### config.mk
export PLATFORM = sky130hd
export DESIGN_NAME = page_write_seq
export DESIGN_NICKNAME = d
export VERILOG_FILES = /design/src/rtl/page_write_seq.sv
export SDC_FILE = /design/constraint.sdc
export NUM_CORES = 1
export LEC_CHECK = 0
export BUFFER_PORTS_ARGS = -buffer_cell sky130_fd_sc_hd__buf_2
export CAP_MARGIN = 20
export CORE_MARGIN = 1
export CORE_UTILIZATION = 60
export DETAILED_ROUTE_END_ITERATION = 7
export PLACE_DENSITY = 0.79
export REMOVE_ABC_BUFFERS = 1
export SLEW_MARGIN = 0
export SYNTH_ARGS = -nofsm -noshare
export SYNTH_HDL_FRONTEND = slang
export SYNTH_SLANG_ARGS = --single-unit
### constraint.sdc
create_clock -name clk -period 3.8 [get_ports clk]
set_clock_uncertainty 0.15 [all_clocks]
set_input_delay 0.38 -clock clk [delete_from_list [all_inputs] [get_ports clk]]
set_output_delay 0.38 -clock clk [all_outputs]
set_load 0.05 [all_outputs]
### src/rtl/page_write_seq.sv
module page_write_seq #(
  parameter int ADDR_W     = 11,
  parameter int PAGE_BYTES = 16,
  parameter int CYCLE_CLKS = 40
) (
  input  logic              clk,
  input  logic              rst_n,
  input  logic              wr_start,
  input  logic [ADDR_W-1:0] wr_addr,
  input  logic              wel,
  input  logic              byte_vld,
  input  logic [7:0]        byte_data,
  input  logic              byte_prot,
  input  logic              cs_rise,
  input  logic              bit_partial,
  output logic              wip,
  output logic              mem_we,
  output logic [ADDR_W-1:0] mem_addr,
  output logic [7:0]        mem_wdata,
  output logic              wel_clr
);
  localparam int OFF_W = $clog2(PAGE_BYTES);
  localparam int PG_W  = ADDR_W - OFF_W;
  localparam int CNT_W = $clog2(CYCLE_CLKS + 1);

  typedef enum logic [1:0] {S_IDLE, S_FILL, S_PROG} st_t;

  st_t                   st;
  logic [PG_W-1:0]       pg;
  logic [OFF_W-1:0]      off;
  logic [PAGE_BYTES-1:0] mask;
  logic [7:0]            lat [PAGE_BYTES];
  logic [CNT_W-1:0]      cnt;
  logic                  clr_q;

  wire [OFF_W-1:0] slot    = cnt[OFF_W-1:0];
  wire             in_span = cnt < CNT_W'(PAGE_BYTES);
  wire             take    = (st == S_FILL) && !cs_rise && byte_vld && !byte_prot;

  assign wip       = (st == S_PROG);
  assign mem_we    = wip && in_span && mask[slot];
  assign mem_addr  = {pg, slot};
  assign mem_wdata = lat[slot];
  assign wel_clr   = clr_q;

  always_ff @(posedge clk) begin
    if (!rst_n) begin
      st    <= S_IDLE;
      pg    <= '0;
      off   <= '0;
      mask  <= '0;
      cnt   <= '0;
      clr_q <= 1'b0;
    end else begin
      clr_q <= 1'b0;
      case (st)
        S_IDLE: if (wr_start && wel) begin
          st   <= S_FILL;
          pg   <= wr_addr[ADDR_W-1:OFF_W];
          off  <= wr_addr[OFF_W-1:0];
          mask <= '0;
        end
        S_FILL: if (cs_rise) begin
          if (!bit_partial && |mask) begin
            st  <= S_PROG;
            cnt <= '0;
          end else begin
            st <= S_IDLE;
          end
        end else if (byte_vld) begin
          off <= off + 1'b1;
          if (!byte_prot) mask[off] <= 1'b1;
        end
        S_PROG: begin
          cnt <= cnt + 1'b1;
          if (cnt == CNT_W'(CYCLE_CLKS - 1)) begin
            st    <= S_IDLE;
            clr_q <= 1'b1;
          end
        end
        default: st <= S_IDLE;
      endcase
    end
  end

  always_ff @(posedge clk)
    if (take) lat[off] <= byte_data;

  logic [CNT_W:0] run_len;
  always_ff @(posedge clk)
    if (!rst_n) run_len <= '0;
    else        run_len <= wip ? run_len + 1'b1 : '0;

  p_reset_quiet_r1: assert property (@(posedge clk)
    $past(!rst_n) |-> (!wip && !mem_we && !wel_clr));

  p_start_on_cs_r3: assert property (@(posedge clk) disable iff (!rst_n)
    $rose(wip) |-> $past(cs_rise && !bit_partial));

  p_busy_bound_r4: assert property (@(posedge clk) disable iff (!rst_n)
    wip |-> run_len < (CNT_W+1)'(CYCLE_CLKS));

  p_busy_len_r4: assert property (@(posedge clk) disable iff (!rst_n)
    $fell(wip) |-> run_len == (CNT_W+1)'(CYCLE_CLKS));

  p_we_in_window_r5: assert property (@(posedge clk) disable iff (!rst_n)
    mem_we |-> wip);

  p_page_fixed_r5: assert property (@(posedge clk) disable iff (!rst_n)
    (wip && $past(wip)) |-> mem_addr[ADDR_W-1:OFF_W] == $past(mem_addr[ADDR_W-1:OFF_W]));

  p_no_start_partial_r9: assert property (@(posedge clk) disable iff (!rst_n)
    (cs_rise && bit_partial && !wip) |=> !wip);

  p_clr_at_end_r10: assert property (@(posedge clk) disable iff (!rst_n)
    wel_clr |-> $fell(wip));

  p_end_gives_clr_r10: assert property (@(posedge clk) disable iff (!rst_n)
    $fell(wip) |-> wel_clr);
endmodule

==> metrics <==
Cell variety after synth=49; status=complete, no violations; max_cap viols=0; post-route ant nets=0; setup TNS=0 ps; global-route wire length before repair=23,200 um; final max-slew violation count=0; CTS HTree Levels=4; Most used DFF post-synth=edfxtp_1; type of destination of the critical path=primary output; Skew-Pair Late Insertion Delay=420 ps; vias per cell=6.63; gpl congestion=0.791; CTS tree=yes; via count=4,145; crit path launch type=flop; met1 WL=6230 um; row count=38; antenna violations before repair=0; drt drc=0; area grow syn2layout=14.0%; ys async rst share=0%; Die X=109 um; DRT iter0 DRCs=521; Die Y=109 um; Starting Density=62.5%; Area after DPL=0.00731 mm2; CTS Buf Count=17; Synth Instances=411; Synthesis Warnings=0; Leakage=2.65 nW; IO buf count=48; part of the Yosys area used for sequential elements=67.3%; clock buffer depth=2; HP Class=input port to flop; met3 WL=1460 um; flip-flop and latch count after synthesis=168; RSZ-0062 raised after global routing=false; min cycle time layout=3260 ps; Post-Syn Area=0.00690 mm2; n_diodes=0; fin nets=504; cell area after layout=0.00786 mm2; vias in the first global route=3,976; most frequent cells in the layout=edfxtp_1, buf_2, dfxtp_1, nand2_1; # setup viols final=0; WL per Instance=24.9 um; P per Cell Area=476 mW/mm2; I/O pin cnt=49; share of layout cells above drive strength 1=25.4%; clock net sink count=168; worst endpoint required time=3270 ps; Post-synth EDFFs=128; largest net degree at the start of global routing=33; Routed met2 length=7590 um; Final Hold Viols=0; All-Layer GR Usage=28.3%; f_max=307 MHz; clk slew on worst S/H paths=60 ps; CP arrival=2730 ps; CORE AREA=0.0110 mm2; total congestion overflow=0; syn avg cell area=16.8 um2; Period Utilization, post-route=85.8%; drt pass-1 iters=6; root buf cell=clkbuf_16; Slew Limit Headroom=34.6%; Post-CTS Hold Buffers=0; top routing layer used=met4; post-CTS setup buffers=0; Post-CTS Resized=0; CP Max Fanout=15; most common cell after layout, fill and taps aside=edfxtp_1; Die Area=0.0119 mm2; hpwl dp=9260 um; Setup Crit Path Kind=flop to primary output; Peak VDD IR=0.000306 V; Slew @ Worst Pin=978 ps; DRT Wirelength=15,600 um
-- Yosys cell counts (8+ instances only) --
master / n / area, um2
nor2_1: 24 / 90.1
nand2_1: 30 / 113
nand2b_1: 8 / 50.1
mux2i_1: 9 / 90.1
mux4_2: 20 / 450
mux4_1: 24 / 631
o21ai_0: 19 / 95.1
nand3_1: 9 / 45.0
dfxtp_1: 40 / 801
edfxtp_1: 128 / 3840
clkbuf_1: 11 / 41.3
a21oi_1: 13 / 65.1
-- per-stage QoR --
step | total power, mW | util (%) | setup slack (ps) | std cells | hold WS [ps]
floorplan | 2.11 | - | 316 | 384 | 292
global placement | 2.16 | 66.3 | 1120 | 593 | 307
detailed placement | 2.17 | 66.3 | 1070 | 593 | 324
CTS | 3.76 | 71.3 | 530 | 625 | 38.0
global route | 3.84 | 71.3 | 480 | 625 | 51.8
finish | 3.74 | 71.3 | 540 | 625 | 47.9
-- path summary, 6_finish.rpt --
| check | startpoint | to | slack [ps] | cells after the start |
|---|---|---|---|---|
| max | flop | mem_wdata[0] | 540 | 4 |
| min | wr_addr[5] | pg[1] | 50 | 3 |
| max reg2reg | st[0] | lat[15][4] | 1120 | 5 |
| min reg2reg | mask[5] | mask[5] | 340 | 2 |
-- worst max-delay path, cell delays in order, from the launching register on --
cell and delay (ps):
dfxtp_2 640, buf_4 320, mux4_1 620, mux4_2 490, buf_2 230
-- metal layers --
layer	global-route usage, %	vias to the layer above
met5	0	-
met1	39.8	2094
li1	-	1761
met2	43.5	267
met4	11.6	0
met3	6.04	23
-- logic make-up (layout without fill, tap and decap cells) --
kind of cell	count (synthesis)	after routing	synth area share (%)
multiplexers	54	54	17.1
AO/OA/AOI/OAI	54	54	5.06
XOR/XNOR	2	2	0.254
adder cells (fa/ha/maj)	5	5	0.907
flip-flops	168	168	67.3
AND/OR/NAND/NOR	95	95	6.55
buffers and inverters	33	107	2.77
-- power by group --
group          internal (mW)  switching [mW]  leakage (nW)
sequential              1.98          0.0133          1.47
combinational         0.0465          0.0935         0.915
clock                  0.903           0.703         0.263
total                   2.93           0.810          2.65
-- cell type report --
cell class              count  area [um2]
flip-flops and latches    168        4650
fillers                   663        3170
multi-input cells         210        2070
clock buffers              18         429
repair buffers             69         398
well taps                 140         175
clock inverters            14         123
inverters                   6        22.5
-- flip-flops by register name, indices dropped and copies added (netlist names), named ones only --
name and flops:
cnt 6, lat 128, mask 16, off 4
pg 7, st 2, wel_clr 1
Note: power is estimated with default switching activity, not from simulation.
